$ cat src/rtl/spi_irq_pkg.sv
package spi_irq_pkg;
  localparam int unsigned NSTAT = 7;

  localparam logic [7:0] OFF_STATUS = 8'h04;
  localparam logic [7:0] OFF_MSET   = 8'h08;
  localparam logic [7:0] OFF_MCLR   = 8'h0C;
  localparam logic [7:0] OFF_MASK   = 8'h10;
  localparam logic [7:0] OFF_ENABLE = 8'h14;
  localparam logic [7:0] OFF_TXDATA = 8'h1C;
  localparam logic [7:0] OFF_RXDATA = 8'h20;
  localparam logic [7:0] OFF_TXTHR  = 8'h28;
  localparam logic [7:0] OFF_RXTHR  = 8'h2C;

  localparam int unsigned B_RXOVF = 0;
  localparam int unsigned B_FAULT = 1;
  localparam int unsigned B_TXLOW = 2;
  localparam int unsigned B_TXFUL = 3;
  localparam int unsigned B_RXNE  = 4;
  localparam int unsigned B_RXHIT = 5;
  localparam int unsigned B_TXOVF = 6;

  localparam logic [NSTAT-1:0] STICKY = 7'b100_0011;

  // Level-driven status bits computed from queue levels and thresholds.
  function automatic logic [NSTAT-1:0] level_bits(input int unsigned txc,
                                                 input int unsigned txt,
                                                 input logic        txf,
                                                 input int unsigned rxc,
                                                 input int unsigned rxt);
    logic [NSTAT-1:0] v;
    v          = '0;
    v[B_TXLOW] = txc < txt;
    v[B_TXFUL] = txf;
    v[B_RXNE]  = rxc != 0;
    v[B_RXHIT] = (rxt != 0) && (rxc >= rxt);
    return v;
  endfunction
endpackage

$ cat src/rtl/spi_irq_fifo.sv
module spi_irq_fifo #(
  parameter int unsigned DEPTH = 63,
  parameter int unsigned DW    = 32
) (
  input  logic                         clk,
  input  logic                         rst_n,
  input  logic                         flush,
  input  logic                         push,
  input  logic [DW-1:0]                wdata,
  input  logic                         pop,
  output logic [DW-1:0]                rdata,
  output logic                         full,
  output logic                         empty,
  output logic [$clog2(DEPTH+1)-1:0]   count,
  output logic                         ovf
);
  localparam int unsigned CW = $clog2(DEPTH + 1);
  localparam int unsigned AW = $clog2(DEPTH);

  logic [DW-1:0] mem [DEPTH];
  logic [AW-1:0] wr_ptr, rd_ptr;
  logic          do_push, do_pop;

  function automatic logic [AW-1:0] bump(input logic [AW-1:0] p);
    return (p == AW'(DEPTH - 1)) ? '0 : p + 1'b1;
  endfunction

  assign full    = count == CW'(DEPTH);
  assign empty   = count == '0;
  assign do_push = push && !full && !flush;
  assign do_pop  = pop && !empty && !flush;
  assign ovf     = push && full && !flush;
  assign rdata   = mem[rd_ptr];

  always_ff @(posedge clk) begin
    if (!rst_n || flush) begin
      wr_ptr <= '0;
      rd_ptr <= '0;
      count  <= '0;
    end else begin
      if (do_push) wr_ptr <= bump(wr_ptr);
      if (do_pop)  rd_ptr <= bump(rd_ptr);
      case ({do_push, do_pop})
        2'b10:   count <= count + 1'b1;
        2'b01:   count <= count - 1'b1;
        default: count <= count;
      endcase
    end
  end

  always_ff @(posedge clk) begin
    if (do_push) mem[wr_ptr] <= wdata;
  end
endmodule

$ cat src/rtl/spi_irq_status.sv
module spi_irq_status
  import spi_irq_pkg::*;
(
  input  logic             clk,
  input  logic             rst_n,
  input  logic [NSTAT-1:0] level,
  input  logic [NSTAT-1:0] set_evt,
  input  logic             clr_wr,
  input  logic             mset_wr,
  input  logic             mclr_wr,
  input  logic [NSTAT-1:0] wbits,
  output logic [NSTAT-1:0] status,
  output logic [NSTAT-1:0] mask,
  output logic             irq
);
  logic [NSTAT-1:0] sticky_q;
  logic [NSTAT-1:0] clr_bits;

  assign clr_bits = clr_wr ? wbits : '0;

  always_ff @(posedge clk) begin
    if (!rst_n) begin
      sticky_q <= '0;
      mask     <= '0;
    end else begin
      // an event in the same cycle as its clear wins
      sticky_q <= ((sticky_q & ~clr_bits) | set_evt) & STICKY;
      if (mset_wr)      mask <= mask | wbits;
      else if (mclr_wr) mask <= mask & ~wbits;
    end
  end

  assign status = (sticky_q & STICKY) | (level & ~STICKY);
  assign irq    = |(status & mask);
endmodule

$ cat src/rtl/spi_fifo_irq_unit.sv
module spi_fifo_irq_unit
  import spi_irq_pkg::*;
#(
  parameter int unsigned DEPTH = 63,
  parameter int unsigned DW    = 32
) (
  input  logic          clk,
  input  logic          rst_n,
  input  logic          reg_wr,
  input  logic          reg_rd,
  input  logic [7:0]    reg_addr,
  input  logic [31:0]   reg_wdata,
  output logic [31:0]   reg_rdata,
  input  logic          tx_pop,
  output logic [DW-1:0] tx_data,
  output logic          tx_avail,
  input  logic          rx_push,
  input  logic [DW-1:0] rx_wdata,
  input  logic          fault_in,
  output logic          irq
);
  localparam int unsigned CW = $clog2(DEPTH + 1);

  logic          en_q;
  logic [CW-1:0] tx_thr_q, rx_thr_q;
  logic [CW-1:0] tx_count, rx_count;
  logic          tx_full, tx_empty, rx_full, rx_empty;
  logic          tx_ovf_evt, rx_ovf_evt;
  logic          rx_pop_req, rx_push_acc;
  logic [DW-1:0] rx_head;
  logic [NSTAT-1:0] status_w, mask_q, level_w, evt_w;

  wire wr_hit_tx  = reg_wr && (reg_addr == OFF_TXDATA);
  assign rx_pop_req  = reg_rd && (reg_addr == OFF_RXDATA);
  assign rx_push_acc = rx_push && en_q && !rx_full;

  always_ff @(posedge clk) begin
    if (!rst_n) begin
      en_q     <= 1'b0;
      tx_thr_q <= CW'(1);
      rx_thr_q <= CW'(1);
    end else if (reg_wr) begin
      case (reg_addr)
        OFF_ENABLE: en_q     <= reg_wdata[0];
        OFF_TXTHR:  tx_thr_q <= reg_wdata[CW-1:0];
        OFF_RXTHR:  rx_thr_q <= reg_wdata[CW-1:0];
        default: ;
      endcase
    end
  end

  spi_irq_fifo #(.DEPTH(DEPTH), .DW(DW)) u_txq (
    .clk(clk), .rst_n(rst_n), .flush(!en_q),
    .push(wr_hit_tx), .wdata(reg_wdata[DW-1:0]),
    .pop(tx_pop), .rdata(tx_data),
    .full(tx_full), .empty(tx_empty), .count(tx_count), .ovf(tx_ovf_evt)
  );

  spi_irq_fifo #(.DEPTH(DEPTH), .DW(DW)) u_rxq (
    .clk(clk), .rst_n(rst_n), .flush(!en_q),
    .push(rx_push), .wdata(rx_wdata),
    .pop(rx_pop_req), .rdata(rx_head),
    .full(rx_full), .empty(rx_empty), .count(rx_count), .ovf(rx_ovf_evt)
  );

  assign tx_avail = !tx_empty;

  always_comb begin
    level_w = level_bits(32'(tx_count), 32'(tx_thr_q), tx_full,
                         32'(rx_count), 32'(rx_thr_q));
    evt_w          = '0;
    evt_w[B_RXOVF] = rx_ovf_evt;
    evt_w[B_FAULT] = fault_in;
    evt_w[B_TXOVF] = tx_ovf_evt;
  end

  spi_irq_status u_stat (
    .clk(clk), .rst_n(rst_n),
    .level(level_w), .set_evt(evt_w),
    .clr_wr(reg_wr && (reg_addr == OFF_STATUS)),
    .mset_wr(reg_wr && (reg_addr == OFF_MSET)),
    .mclr_wr(reg_wr && (reg_addr == OFF_MCLR)),
    .wbits(reg_wdata[NSTAT-1:0]),
    .status(status_w), .mask(mask_q), .irq(irq)
  );

  always_comb begin
    case (reg_addr)
      OFF_STATUS: reg_rdata = 32'(status_w);
      OFF_MASK:   reg_rdata = 32'(mask_q);
      OFF_ENABLE: reg_rdata = 32'(en_q);
      OFF_RXDATA: reg_rdata = rx_empty ? '0 : 32'(rx_head);
      OFF_TXTHR:  reg_rdata = 32'(tx_thr_q);
      OFF_RXTHR:  reg_rdata = 32'(rx_thr_q);
      default:    reg_rdata = '0;
    endcase
  end
endmodule

$ cat config.mk
export PLATFORM = sky130hd
export DESIGN_NAME = spi_fifo_irq_unit
export DESIGN_NICKNAME = d
export VERILOG_FILES = /design/src/rtl/spi_irq_pkg.sv /design/src/rtl/spi_irq_fifo.sv /design/src/rtl/spi_irq_status.sv /design/src/rtl/spi_fifo_irq_unit.sv
export SDC_FILE = /design/constraint.sdc
export NUM_CORES = 2
export LEC_CHECK = 0
export BUFFER_PORTS_ARGS = -buffer_cell sky130_fd_sc_hd__clkbuf_2
export CAP_MARGIN = 10
export CORE_AREA = 2 2 609 611
export CTS_CLUSTER_DIAMETER = 120
export DETAILED_ROUTE_END_ITERATION = 10
export DIE_AREA = 0 0 611 613
export MAX_ROUTING_LAYER = met4
export PLACE_DENSITY_LB_ADDON = 0.12
export SETUP_SLACK_MARGIN = 0.05
export SLEW_MARGIN = 10
export SYNTH_ARGS = -nofsm -noshare
export SYNTH_HDL_FRONTEND = slang
export SYNTH_SLANG_ARGS = --single-unit
$ cat constraint.sdc
create_clock -name clk -period 8.9 [get_ports clk]
set_input_delay 0.89 -clock clk [delete_from_list [all_inputs] [get_ports clk]]
set_output_delay 0.89 -clock clk [all_outputs]
set_load 0.05 [all_outputs]
=== Word-level counts from Yosys, hierarchy flattened ===
Memories as Yosys holds them, arrays and structs flattened. A register that Yosys moved wholly into a read port is not among the register bits.
Cells that the tools add are included.

* Equality and inequality tests: 19
* Reduce and logical (&&, ||, !) cells: 36
* Magnitude comparators: 2
* Add/subtract/negate cells: 8
* Bitwise gates (word level): 8
* Mux-type cells: 19

{| class="wikitable"
|+ Operators with widths
! kind !! number
|-
| 32-bit one-hot mux with 6 select lines || 1
|-
| 6-bit 2-to-1 mux || 8
|-
| 6-bit by 1-bit adder with 6-bit output (second input constant) || 6
|-
| 6-bit == test (second input constant) || 6
|-
| 32-bit 2-to-1 mux || 1
|-
| 8-bit by 5-bit == test with 1-bit output (second input constant) || 3
|-
| 8-bit by 6-bit == test with 1-bit output (second input constant) || 3
|-
| 6-bit one-hot mux with 2 select lines || 2
|-
| 7-bit bitwise AND || 3
|-
| 7-bit 2-to-1 mux || 3
|-
| 1-bit logical AND || 18
|-
| 8-bit by 4-bit == test with 1-bit output (second input constant) || 2
|-
| 7-bit inverter || 2
|-
| 7-bit OR || 2
|-
| 6-bit logical NOT || 2
|-
| 6-bit nonzero test || 2
|-
| 6-bit by 1-bit subtractor with 6-bit output (second input constant) || 2
|-
| 8-bit by 3-bit == test with 1-bit output (second input constant) || 1
|-
| 7-bit by 6-bit OR with 7-bit output || 1
|-
| 7-bit OR reduction || 1
|-
| 6-bit greater-or-equal comparator || 1
|-
| 1-bit logical NOT || 6
|-
| 6-bit less-than comparator || 1
|-
| 2-bit AND reduction || 3
|-
| 5 further kinds || 12
|}

* Memories kept: 2
* Register bits: 63
* RAM bits: 4,032
* Input port bits: 79
* Output and inout port bits: 66
* Logic and storage cells: 106

{| class="wikitable"
|+ Memories
! memory !! depth !! width !! read ports !! clocked after memory_dff !! write ports !! line !! text
|-
| u_rxq.mem || 63 || 32 || 1 || 1 || 1 || spi_irq_fifo.sv:20 || <nowiki>logic [DW-1:0] mem [DEPTH];</nowiki>
|-
| u_txq.mem || 63 || 32 || 1 || 1 || 1 || spi_irq_fifo.sv:20 ||
|}

=== Depth between registers and ports, before layout ===
* Depth after elaboration: 6
* Mapped depth: 16
* Gate-level depth less buffers: 13

=== Modules after synthesis ===
From an unflattened synthesis, not the netlist that was laid out.

* Cell total of the unflattened synthesis: 7,480
* Area total of the unflattened synthesis: 159,553.0 µm²

{| class="wikitable"
|+ By module, submodules not included
! module !! cells an instance !! instances !! area each (µm²)
|-
| spi_irq_fifo (u_txq) || 3,567 || 1 || 78,952.0
|-
| spi_irq_fifo (u_rxq) || 3,688 || 1 || 78,801.8
|-
| spi_fifo_irq_unit || 179 || 1 || 1,340.0
|-
| spi_irq_status || 46 || 1 || 459.2
|}

=== Least setup slack after synthesis ===
Ideal clock, no wire load.

* Path type: input port to flip-flop
* Start point: input reg_addr[5]
* End point: memory u_txq.mem[62][0], enable pin
* Arrival: 3.837 ns
* Stages on the path: 6
* Path slack: 4.641 ns
* Path buffers: 1
* Path through: or4b_1 > or3_1 > nor2_2 > buf_2 > nand3_1 > nor2_1

* Cells in the longest elaborated chain, start to end: 6

{| class="wikitable"
|+ RTL lines
! item !! line !! text
|-
| from (decl) || spi_fifo_irq_unit.sv:11 || <nowiki>input logic [7:0] reg_addr,</nowiki>
|-
| 8-bit by 5-bit == test with 1-bit output || spi_fifo_irq_unit.sv:33 || <nowiki>wire wr_hit_tx = reg_wr && (reg_addr == OFF_TXDATA);</nowiki>
|-
| 1-bit logical AND || spi_fifo_irq_unit.sv:33 ||
|-
| 1-bit logical AND (2 in series) || spi_irq_fifo.sv:30 || <nowiki>assign do_push = push && !full && !flush;</nowiki>
|-
| 1-bit 2-to-1 mux || spi_irq_fifo.sv:52 || <nowiki>if (do_push) mem[wr_ptr] <= wdata;</nowiki>
|-
| 1-bit 2-to-1 mux (not written as such) || spi_irq_fifo.sv:52 ||
|-
| to (decl) || spi_irq_fifo.sv:20 ||
|}

Every way passes these cells.

==> out/metrics.yaml <==
ant_nets: 0
routed_wl_mm: 421
cts_sinks: 4103
clock_skew_ps: 78.0
numCtsBuffers: 432
grt-ovfl-total: 0
timing.rr.start: "en_q"
clk_latency_ps: 980
netlist_area_sq_mm: 0.158
worstSetupEndpoint: "reg_rdata[8]"
initial_core_util_pct: 42.9
path_class: "register to output pin"
cts_resized: 0
rr_worst_depth: 7
synth-edff-count: 4032
port_buffers: 144
n_fill_cell: 29700
startpoint_type: "register"
pwr-share-clk_pct: 45.0
clockBufferDepth: 4
synthToLayoutAreaGrowth_pct: 14.0
r2r-end: "u_rxq.mem[25][8]"
coreArea_sq_mm: 0.368
min_period_ps: 6820
crit_top_cell: "buf_4"
grt_setup_unrepaired: "no"
antenna_found_initial: 26
grt_usage_pct: 23.0
layout_common_cells: "edfxtp_1, mux4_2, clkbuf_16"
cp.depth: 9
syn_inst: 6844
cts_tree: "yes"
worstMarginPinSlew_ps: 1320
synth.avg_cell_area_sq_um: 23.0
hp-class: "input port to register"
clkTransAtPathRegs_ps: 60
slew_violations: 0
relSlewSlack_pct: 11.8
power_mw: 39.2
fin_tns_setup_ps: 0
post-dp-hpwl_mm: 230
drt_iter0_markers: 7560
gp_congestion: 0.788
fp.dieH_microns: 613
hold_start: "fault_in"
clk_root_buffer_cell: "clkbuf_16"
cpMaxStageDelayCell: "o21ai_0"
ys_ff_latch: 4103
synth_warnings: 0
drc_errors: 0
vdd_drop_max_uv: 177
synth-seq-area-share_pct: 77.7
pwr-share-comb_pct: 0.9
outcome: "finished, final reports clean"
synth.net_count: 6948
grt_max_degree: 125
end_kind: "output pin"
p_int_mw: 31.4
p_sw_share_pct: 20.0
cp.required_ps: 8010
path_cells: "buf_4 > buf_4 > mux4_2 > nor2b_1 > a211oi_1 > a21oi_1 > o21ai_0 > a31oi_1 > clkbuf_2"
layout-drive-gt1-share_pct: 30.2
nets: 7398
grt_pass1_wl_mm: 591
drv_cap: 0
rows: 223
routed-via-count: 73700
synthArstFlopShare_pct: 0
synth_flop_cell: "edfxtp_1"
clock.fmax_ghz: 0.147
reg2reg_slack_ps: 4740
wl_per_cell_microns: 33.7
die-area_sq_mm: 0.375
grt_pass1_vias: 75500
p_per_area_mw_per_mm2: 218
synthDistinctLibCells: 68
slowest_delay_ps: 990
path_buf_inv: 3
period_share_pct: 76.6
hold_viol_final: 0
cts_hold_buffers: 0
dieWidth_microns: 611
cp_top_family: "buffers and inverters"
final_common_cell: "edfxtp_1"
cp.arrival_ps: 5930
cts_setup_buffers: 0
final-setup-viol-count: 0
htree_levels: 5
crit_path_max_fanout: 38
viasPerCell: 5.89
p_seq_share_pct: 54.1
p_leak_nw: 53.7
switching_power_mw: 7.85
first_pass_iters: 5
ioPinCount: 145
-- through the flow --
step	utilization (%)	std cells	hold WS [ps]	cell area (sq um)	setup slack (ps)
2_1_floorplan	-	6844	457	158000	4640
3_3_place_gp	45.1	11700	499	166000	2880
3_5_place_dp	45.1	11700	518	166000	2990
4_1_cts	48.8	12500	141	180000	1940
5_1_grt	48.9	12500	170	180000	1700
6_report	48.9	12500	213	180000	2080
-- worst reg2reg max path, delay by kind of cell, from the launching register on --
family                 cells  cell delay, ps
and+or+nand+nor            4            1990
buffers and inverters      3            1220
DFF                        1             580
-- power by group through the flow --
| stage | Combinational (mW) | Sequential (mW) | Clock, mW |
|---|---|---|---|
| 6_report | 0.355 | 21.2 | 17.7 |
| 5_1_grt | 0.385 | 21.2 | 18.8 |
| 4_1_cts | 0.355 | 21.2 | 18.0 |
| 3_5_place_dp | 0.356 | 21.6 | 0 |
| 3_3_place_gp | 0.329 | 21.6 | 0 |
| 2_1_floorplan | 0.00757 | 21.6 | 0 |
-- synth_stat cells (9+ instances only) --
cell type     n  area, sq um
or3_1        13         81.3
dfxtp_1      71         1420
a31oi_1      25          156
buf_4        39          293
buf_6        15          169
nand2_1     183          687
nor3_1       15         75.1
o22ai_1      18          113
buf_2        99          495
inv_1        30          113
a22o_1       33          289
nand3_1      26          130
edfxtp_1   4032       121000
nand2b_1     10         62.6
ha_1         25          313
a221o_1      30          300
or2_2         9         56.3
buf_1        50          188
nor2_1      203          762
xor2_1       18          158
mux2i_1     176         1760
a211oi_1     30          225
o21ai_0     103          515
a22oi_1      27          203
nand4_1      20          125
a21oi_1      60          300
and2_1       16          100
nor2b_1      25          156
a221oi_1     19          166
clkbuf_1    179          672
mux4_2     1133        25500
-- state kept, by name (all words and copies together) (netlist names), named ones only --
signal / cells
u_txq.count: 6
u_rxq.mem: 2016
u_rxq.rd_ptr: 6
u_txq.mem: 2016
en_q: 1
rx_thr_q: 6
u_txq.wr_ptr: 6
u_rxq.count: 6
tx_thr_q: 6
u_stat.sticky_q: 3
u_rxq.wr_ptr: 6
u_txq.rd_ptr: 6
-- metal layers --
| metal | part of all wire, % | global-route usage (%) |
|---|---|---|
| met1 | 41 | 29.6 |
| met2 | 52 | 39.5 |
| met3 | 4.9 | 2.69 |
| met4 | 2.4 | 5.43 |
| met5 | 0 | - |
-- cells by family (layout without fill, tap and decap cells) --
group	Yosys count	count (layout)	share of synthesized area, %
buf+inv	413	1227	1.23
simple gates	558	558	1.61
xor+xnor	26	26	0.144
compound gates	402	402	1.74
other cells	0	7	0
flops	4103	4103	77.7
mux	1317	1317	17.4
fa+ha+maj	25	25	0.198
-- how the worst min path moves through the flow --
stage,depth (start not counted),to
floorplan,2,tx_thr_q[0]
global placement,2,register
detailed placement,2,u_txq.count[5]
CTS,2,rx_thr_q[0]
global route,2,rx_thr_q[0]
finish,3,u_stat.sticky_q[1]
-- final cells by class --
class	instances	area, sq um	area share [%]
clock buffers	524	11300	6.28
clock inverters	274	2620	1.46
inverters	31	116	0.0647
multi-input cells	2328	34200	19.0
flip-flops and latches	4103	123000	68.2
well taps	4837	6050	3.37
repair buffers	398	2890	1.61
diodes	7	17.5	0.00975
Note: power is estimated with default switching activity, not from simulation.
